## config.mk

```make
export PLATFORM = sky130hd
export DESIGN_NAME = seg_relocator
export DESIGN_NICKNAME = d
export VERILOG_FILES = /design/src/rtl/seg_reloc_pkg.sv /design/src/rtl/seg_regfile.sv /design/src/rtl/seg_xlate.sv /design/src/rtl/seg_relocator.sv
export SDC_FILE = /design/constraint.sdc
export NUM_CORES = 1
export LEC_CHECK = 0
export CAP_MARGIN = 20
export CELL_PAD_IN_SITES_DETAIL_PLACEMENT = 1
export CELL_PAD_IN_SITES_GLOBAL_PLACEMENT = 1
export CORE_MARGIN = 2
export CORE_UTILIZATION = 57
export DETAILED_ROUTE_END_ITERATION = 7
export DONT_BUFFER_PORTS = 1
export GPL_TIMING_DRIVEN = 0
export HOLD_SLACK_MARGIN = 0.05
export PLACE_DENSITY = 0.92
export SLEW_MARGIN = 10
export SYNTH_ARGS = -nofsm -noshare
export SYNTH_HDL_FRONTEND = slang
export SYNTH_SLANG_ARGS = --single-unit
```

## constraint.sdc

```tcl
create_clock -name clk -period 7.9 [get_ports clk]
set_clock_uncertainty 0.1 [all_clocks]
set_input_delay 0.79 -clock clk [delete_from_list [all_inputs] [get_ports clk]]
set_output_delay 0.79 -clock clk [all_outputs]
set_load 0.01 [all_outputs]
```

## src/rtl/seg_reloc_pkg.sv

```systemverilog
// Package: shared widths and the fault cause encoding for the relocator.
// Assumes the physical width exceeds the offset width.
package seg_reloc_pkg;
    parameter int unsigned LOG_W_DEF  = 16;
    parameter int unsigned SEG_W_DEF  = 2;
    parameter int unsigned PHYS_W_DEF = 20;

    typedef enum logic [1:0] {
        CAUSE_NONE     = 2'b00,
        CAUSE_BOUND    = 2'b01,
        CAUSE_UNMAPPED = 2'b10
    } fault_cause_e;
endpackage

```

## src/rtl/seg_regfile.sv

```systemverilog
// Module: per-process segment table, one write port, one combinational read port.
// Assumes a single writer. A write lands at the clock edge, so a read in the
// same cycle still returns the previous contents.
module seg_regfile #(
    parameter int unsigned SEG_W  = 2,
    parameter int unsigned PHYS_W = 20,
    parameter int unsigned BND_W  = 15
) (
    input  logic              clk,
    input  logic              rst_n,
    input  logic              wr_en,
    input  logic [SEG_W-1:0]  wr_idx,
    input  logic [PHYS_W-1:0] wr_base,
    input  logic [BND_W-1:0]  wr_bound,
    input  logic              wr_valid,
    input  logic [SEG_W-1:0]  rd_idx,
    output logic              rd_valid,
    output logic [PHYS_W-1:0] rd_base,
    output logic [BND_W-1:0]  rd_bound
);
    localparam int unsigned NSEG = 1 << SEG_W;

    logic [NSEG-1:0]   vld_q;
    logic [PHYS_W-1:0] base_q  [NSEG];
    logic [BND_W-1:0]  bound_q [NSEG];

    for (genvar i = 0; i < NSEG; i++) begin : g_entry
        // Hold one entry; clear its valid flag on reset, load it on a matching write.
        always_ff @(posedge clk) begin
            if (!rst_n) begin
                vld_q[i]   <= 1'b0;
                base_q[i]  <= '0;
                bound_q[i] <= '0;
            end else if (wr_en && (wr_idx == SEG_W'(i))) begin
                vld_q[i]   <= wr_valid;
                base_q[i]  <= wr_base;
                bound_q[i] <= wr_bound;
            end
        end

        // an entry that is not addressed by a write keeps its contents.
        a_r7_untouched_stable: assert property (@(posedge clk) disable iff (!rst_n)
            !(wr_en && (wr_idx == SEG_W'(i))) |=>
                ($stable(vld_q[i]) && $stable(base_q[i]) && $stable(bound_q[i])));
    end

    // Select the entry addressed by the current request.
    always_comb begin
        rd_valid = vld_q[rd_idx];
        rd_base  = base_q[rd_idx];
        rd_bound = bound_q[rd_idx];
    end

    // one cycle of reset leaves every entry unmapped.
    a_r1_reset_clears: assert property (@(posedge clk)
        !rst_n |=> (vld_q == '0));
endmodule

```

## src/rtl/seg_xlate.sv

```systemverilog
// Module: combinational check and relocation of one offset against one entry.
// Assumes PHYS_W > OFF_W and BND_W == OFF_W + 1, so that a bound can cover a full segment.
module seg_xlate
    import seg_reloc_pkg::*;
#(
    parameter int unsigned OFF_W  = 14,
    parameter int unsigned PHYS_W = 20,
    parameter int unsigned BND_W  = 15
) (
    input  logic              active,
    input  logic [OFF_W-1:0]  offset,
    input  logic              ent_valid,
    input  logic [PHYS_W-1:0] ent_base,
    input  logic [BND_W-1:0]  ent_bound,
    output logic              ok,
    output logic [PHYS_W-1:0] addr,
    output logic              flt,
    output fault_cause_e      cause
);
    localparam int unsigned PAD_W = PHYS_W - OFF_W;

    logic in_range;
    logic [PHYS_W-1:0] sum;

    // Compare the offset with the bound and form the relocated address.
    always_comb begin
        in_range = ({1'b0, offset} < ent_bound);
        sum      = ent_base + {{PAD_W{1'b0}}, offset};
    end

    // Decide the outcome. An unmapped entry takes priority over the bound check.
    always_comb begin
        ok    = 1'b0;
        flt   = 1'b0;
        addr  = '0;
        cause = CAUSE_NONE;
        if (active) begin
            if (!ent_valid) begin
                flt   = 1'b1;
                cause = CAUSE_UNMAPPED;
            end else if (!in_range) begin
                flt   = 1'b1;
                cause = CAUSE_BOUND;
            end else begin
                ok   = 1'b1;
                addr = sum;
            end
        end
    end
endmodule

```

## src/rtl/seg_relocator.sv

```systemverilog
// Module: top of the segmented base-bound relocator. It registers the request,
// reads the segment table and presents the translation or the fault in the
// following cycle. Assumes the table is loaded before use; reset leaves every segment unmapped.
module seg_relocator
    import seg_reloc_pkg::*;
#(
    parameter int unsigned LOG_W  = LOG_W_DEF,
    parameter int unsigned SEG_W  = SEG_W_DEF,
    parameter int unsigned PHYS_W = PHYS_W_DEF,
    localparam int unsigned OFF_W = LOG_W - SEG_W,
    localparam int unsigned BND_W = OFF_W + 1
) (
    input  logic              clk,
    input  logic              rst_n,
    input  logic              req_valid,
    input  logic [LOG_W-1:0]  req_addr,
    input  logic              wr_en,
    input  logic [SEG_W-1:0]  wr_idx,
    input  logic [PHYS_W-1:0] wr_base,
    input  logic [BND_W-1:0]  wr_bound,
    input  logic              wr_valid,
    output logic              phys_valid,
    output logic [PHYS_W-1:0] phys_addr,
    output logic              fault,
    output logic [1:0]        fault_cause
);
    logic              req_q;
    logic [LOG_W-1:0]  addr_q;
    logic              ent_valid;
    logic [PHYS_W-1:0] ent_base;
    logic [BND_W-1:0]  ent_bound;
    fault_cause_e      cause;

    // Capture the request; it lives for exactly one cycle.
    always_ff @(posedge clk) begin
        if (!rst_n) begin
            req_q  <= 1'b0;
            addr_q <= '0;
        end else begin
            req_q  <= req_valid;
            addr_q <= req_valid ? req_addr : addr_q;
        end
    end

    seg_regfile #(
        .SEG_W  (SEG_W),
        .PHYS_W (PHYS_W),
        .BND_W  (BND_W)
    ) u_table (
        .clk      (clk),
        .rst_n    (rst_n),
        .wr_en    (wr_en),
        .wr_idx   (wr_idx),
        .wr_base  (wr_base),
        .wr_bound (wr_bound),
        .wr_valid (wr_valid),
        .rd_idx   (addr_q[LOG_W-1 -: SEG_W]),
        .rd_valid (ent_valid),
        .rd_base  (ent_base),
        .rd_bound (ent_bound)
    );

    seg_xlate #(
        .OFF_W  (OFF_W),
        .PHYS_W (PHYS_W),
        .BND_W  (BND_W)
    ) u_xlate (
        .active    (req_q),
        .offset    (addr_q[OFF_W-1:0]),
        .ent_valid (ent_valid),
        .ent_base  (ent_base),
        .ent_bound (ent_bound),
        .ok        (phys_valid),
        .addr      (phys_addr),
        .flt       (fault),
        .cause     (cause)
    );

    // Put the cause code on the port.
    always_comb fault_cause = cause;

    // a translation and a fault never appear together.
    a_r6_exclusive: assert property (@(posedge clk) disable iff (!rst_n)
        !(phys_valid && fault));

    // every request produces one outcome in the next cycle.
    a_r6_one_per_req: assert property (@(posedge clk) disable iff (!rst_n)
        req_valid |=> (phys_valid ^ fault));

    // without a request, nothing appears in the next cycle.
    a_r6_no_spurious: assert property (@(posedge clk) disable iff (!rst_n)
        !req_valid |=> (!phys_valid && !fault && (phys_addr == '0)));

    // a translation comes only from an offset below the bound.
    a_r4_in_bound: assert property (@(posedge clk) disable iff (!rst_n)
        phys_valid |-> ({1'b0, addr_q[OFF_W-1:0]} < ent_bound));

    // an unmapped cause comes only from an invalid entry.
    a_r5_unmapped_src: assert property (@(posedge clk) disable iff (!rst_n)
        (fault && (fault_cause == 2'b10)) |-> !ent_valid);

    // a fault always carries a non-zero cause.
    a_r4_cause_set: assert property (@(posedge clk) disable iff (!rst_n)
        fault |-> (fault_cause != 2'b00));
endmodule

```

# Word level (Yosys, flattened, before mapping)
# Memory sizes are Yosys's and may differ from the RTL's. A register that Yosys moved wholly into a read port is not among the register bits.
# Index checks and enable logic that the tools add are counted.
dict set report classes {
  n_addsub 1
  magnitude_cmp 2
  eq_ne 3
  muxes 39
  n_bitwise 8
  reduce_logical 5
}
# cell count
set op_table {}
lappend op_table {{two-way mux 20 bit} 7}
lappend op_table {{two-way mux 15 bit} 4}
lappend op_table {{two-way mux 1 bit} 21}
lappend op_table {{adder 20 x 14 -> 20 bit} 1}
lappend op_table {{less-than comparator 14 x 15 -> 1 bit} 1}
lappend op_table {{two-way mux 2 bit} 6}
lappend op_table {{OR 1 bit} 8}
lappend op_table {{equality test 2 bit, second input constant} 2}
lappend op_table {{logical AND 1 bit} 4}
lappend op_table {{less-than comparator 2 x 3 -> 1 bit, second input constant} 1}
lappend op_table {{binary-select mux 1 bit (select 2 bit)} 1}
lappend op_table {{equality test 2 x 1 -> 1 bit, second input constant} 1}
lappend op_table {{zero test 2 bit} 1}
dict set report totals {
  register_bits 21
  mem_bits_rw 140
  in_bits 58
  output_inout_bits 24
  wordCells 66
  memories 2
}
# memory words word_bits read_ports rd_ports_with_merged_regs wr line
set mem_list {}
lappend mem_list {u_table.base_q 4 20 1 1 4 seg_regfile.sv:24} ;# logic [PHYS_W-1:0] base_q [NSEG];
lappend mem_list {u_table.bound_q 4 15 1 1 4 seg_regfile.sv:25} ;# logic [BND_W-1:0] bound_q [NSEG];

# Depth between registers and ports, before layout
dict set report depth {
  depth_word 6
  mapped_depth 13
  depth_no_buf 9
}

# Cells and area by module
# From an unflattened synthesis, not the netlist that was laid out.
dict set report hier_totals {
  hier_cells 663
  area_unflattened_um2 8159.1
}
# module n_inst cells_each area_per_inst_um2 seq_area_each_um2
set by_module_without_submodules {}
lappend by_module_without_submodules {seg_regfile 1 408 6150.9 4284.1}
lappend by_module_without_submodules {seg_xlate 1 202 1365.1 0.0}
lappend by_module_without_submodules {seg_relocator 1 53 643.1 340.3}

# Least setup slack after synthesis
# OpenSTA, ideal clock, no wires.
dict set report synth_timing {
  path_type {reg2out}
  from {register with a tool-made name}
  to {output phys_addr[17]}
  t_arrival_ps 3367
  required_time_ps 7010
  slack_ps 3643
  stages_incl_launch_ff 12
  path_buffers 3
  cell_sequence {dfxtp_1 > buf_6 > buf_2 > buf_2 > mux4_2 > ha_1 > a21oi_1 > nand4b_1 > a21oi_1 > o221ai_1 > or3b_1 > a31oi_1}
}
# item line
set synth_rtl {}
lappend synth_rtl {{end, declared} seg_relocator.sv:23} ;# output logic [PHYS_W-1:0] phys_addr,

==> flow_metrics.tcl <==
set metrics [dict create \
    status "finished, final reports clean" \
    num_antenna_cells 0 \
    port_buffers 0 \
    firstDrtPassIters 5 \
    clk_latency_ns 0.43 \
    synth_edf_count 140 \
    worst_setup_path_start_kind "register" \
    cts_tree "built" \
    setup_slack_ns 2.086 \
    cellInternalPower_mw 1.564 \
    track_usage_pct 31.62 \
    yosysSeqAreaShare_pct 57.65 \
    nets 718 \
    critPathMaxStageDelay_ns 0.64 \
    fmax_ghz 0.1720 \
    yosys.area.top_type_share_pct 51.96 \
    path_class "register to output pin" \
    die_y_um 123.1 \
    dieWidth_um 123.1 \
    cts-root-buf "clkbuf_16" \
    preCtsSetupSlack_ns 2.615 \
    setup_violations 0 \
    grt_pass1_vias 5712 \
    powerDensity_nw_per_um2 230.2 \
    hold_viol_final 0 \
    final.fill_count 1330 \
    seq_power_share_pct 49.5 \
    cp.required_ns 7.01 \
    netlist_instances 608 \
    vdd_ir_drop_max_mv 0.2275 \
    rsz0062_at_grt "false" \
    p_comb_share_pct 12.0 \
    h-tree-depth 4 \
    synth-warning-count 0 \
    grt_remaining_overflow 0 \
    boundaryPins 82 \
    drive_gt1_share_pct 12.87 \
    async_reset_ff_share_pct 0 \
    cap_violations 0 \
    synthDistinctLibCells 43 \
    finalPower_mw 2.074 \
    wl_per_cell_um 27.36 \
    dr_wl_met3_um 1653 \
    core_um2 13880 \
    ant_nets 0 \
    finalCriticalPeriod_ns 5.814 \
    clk_pin_slew_worst_paths_ns 0.06 \
    p_clk_share_pct 38.5 \
    ctsHoldBuffers 0 \
    synth.cell_area_um2 8092 \
    relSlewSlack_pct 30.29 \
    final_cell_mix "and2_1 (141), edfxtp_1 (140), mux4_2 (35)" \
    antenna_found_initial 1 \
    initial_core_util_pct 58.29 \
    final_cell_area_um2 9006 \
    hold_path.class "input port to register" \
    fin_crit_sh_pct 73.59 \
    topRoutingLayerUsed "met4" \
    leakage_nw 3.339 \
    vias 5261 \
    first_iter_violations 523 \
    ys.flop_type "edfxtp_1" \
    tns_ns 0 \
    place_area_um2 8432 \
    grt_pass1_wl_um 33780 \
    placed_cells 792 \
    wl_um 22570 \
    die_area_um2 15160 \
    worstSetupEndpointType "output pin" \
    route.detailed.drc 0 \
    hpwl_um 15500 \
    postCtsResizedCells 0 \
    cts_setup_buffers 0 \
    syn_nets 694 \
    clockBufferDepth 2 \
    worstMarginPinSlew_ns 1.038 \
    via_per_inst 6.377 \
    final_common_cell "and2_1" \
    yosys-top-cells-area "edfxtp_1 (52%), and2_1 (11%), mux4_2 (9.7%)" \
    maxSlewViolCount 0 \
    wl_met2_um 11270 \
    yosysTopAreaCell "edfxtp_1" \
    cts_sinks 163 \
    cp_cell_sequence "buf_2 > clkbuf_1 > clkbuf_1 > mux4_2 > ha_1 > a21oi_1 > nand4b_1 > a21oi_1 > o221ai_1 > or3b_1 > a31oi_1" \
    rows 43 \
    gp_congestion 0.8792 \
    ys_seq_elements 163 \
    grt_max_degree 24 \
    power.share.switching_pct 24.58 \
    whs_path_depth 1 \
    cp.arrival_ns 4.92 \
    slowest_stage "clkbuf_1" \
    final_cells 825 \
    rr_worst_depth 2 \
    syn2layout_area_growth_pct 11.30 \
    met1_length_um 8755 \
    net-switching-power_mw 0.5096 \
    cp_max_fo 10 \
    cts_buffers 17 \
    syn_avg_cell_area_um2 13.31 \
]
==> worst paths after layout <==
check	from	endpoint	slack [ns]
setup reg to reg	addr_q[8]	addr_q[8]	6.99
setup / recovery	register	phys_addr[17]	2.09
hold / removal	wr_valid	u_table.vld_q[3]	0.41
hold reg to reg	addr_q[12]	addr_q[12]	0.48
==> area by class of cell <==
type / count / area [µm²] / share of cell area [%]
inverters: 23 / 86.33 / 0.9586
flip-flops and latches: 163 / 4664 / 51.79
well taps: 180 / 225.2 / 2.501
repair buffers: 5 / 92.59 / 1.028
clock buffers: 19 / 432.9 / 4.807
plain buffers: 25 / 113.9 / 1.264
clock inverters: 13 / 136.4 / 1.514
multi-input cells: 397 / 3254 / 36.14
==> flip-flops by register name, indices dropped and copies added, names as in the netlist, named ones only <==
name / cells
addr_q: 16
u_table.bound_q: 60
u_table.vld_q: 4
req_q: 1
u_table.base_q: 80
==> power groups by stage <==
stage / clock network [mW] / registers, mW / logic [mW]
floorplan: 0 / 1.03 / 0.171
global placement: 0 / 1.03 / 0.219
detailed placement: 0 / 1.04 / 0.243
CTS: 0.803 / 1.03 / 0.247
global route: 0.834 / 1.03 / 0.271
finish: 0.798 / 1.03 / 0.250
==> cell families (layout without fill, tap and decap cells) <==
| kind of cell | Yosys count | count (layout) | share of synthesized area (%) |
|---|---|---|---|
| AOI/OAI and AO/OA | 66 | 66 | 5.180 |
| xor gates and xnor gates | 10 | 10 | 1.082 |
| adders and majority gates | 28 | 28 | 4.422 |
| buffers and inverters | 48 | 85 | 2.474 |
| DFF | 163 | 163 | 57.65 |
| muxes | 55 | 55 | 12.23 |
| and+or+nand+nor | 238 | 238 | 16.96 |
==> critical path: cells and delay by family (launching register included) <==
kind	cells	cell delay, ns
AND/OR/NAND/NOR	2	0.71
adder cells (fa/ha/maj)	1	0.36
flip-flops	1	0.31
buffers and inverters	3	1.43
AO/OA/AOI/OAI	4	1.18
multiplexers	1	0.50
==> synth_stat cells (2+ instances only) <==
cell / n
ha_1: 27
nand4_1: 3
mux4_2: 35
a21o_1: 6
buf_6: 2
clkbuf_1: 18
xnor2_1: 6
nand2_1: 18
a211o_1: 2
nor2_1: 23
o221ai_1: 2
dfxtp_1: 23
a31oi_1: 2
nor3_1: 10
a21oi_1: 23
and3_1: 4
o211ai_1: 4
o21a_1: 3
buf_2: 4
o21ai_0: 13
edfxtp_1: 140
nor2b_1: 21
o31a_1: 2
xor2_1: 4
and2_1: 141
a211oi_1: 3
a32o_1: 2
a21boi_0: 2
inv_1: 23
nand3_1: 10
mux2i_1: 19
or2_2: 2
==> per-layer routing <==
| metal | vias to the layer above | global-route usage (%) |
|---|---|---|
| li1 | 2274 | - |
| met1 | 2652 | 38.00 |
| met2 | 266 | 52.61 |
| met3 | 69 | 8.764 |
| met4 | 0 | 15.48 |
| met5 | - | 0 |
==> metrics by stage <==
stage | utilization [%] | hold WS (ns)
5_1_grt | 64.88 | 0.3876
6_report | 64.88 | 0.4056
2_1_floorplan | - | 0.3421
3_3_place_gp | 59.92 | 0.3554
3_5_place_dp | 60.74 | 0.4292
4_1_cts | 64.85 | 0.3897
(Power assumes the default switching activity.)
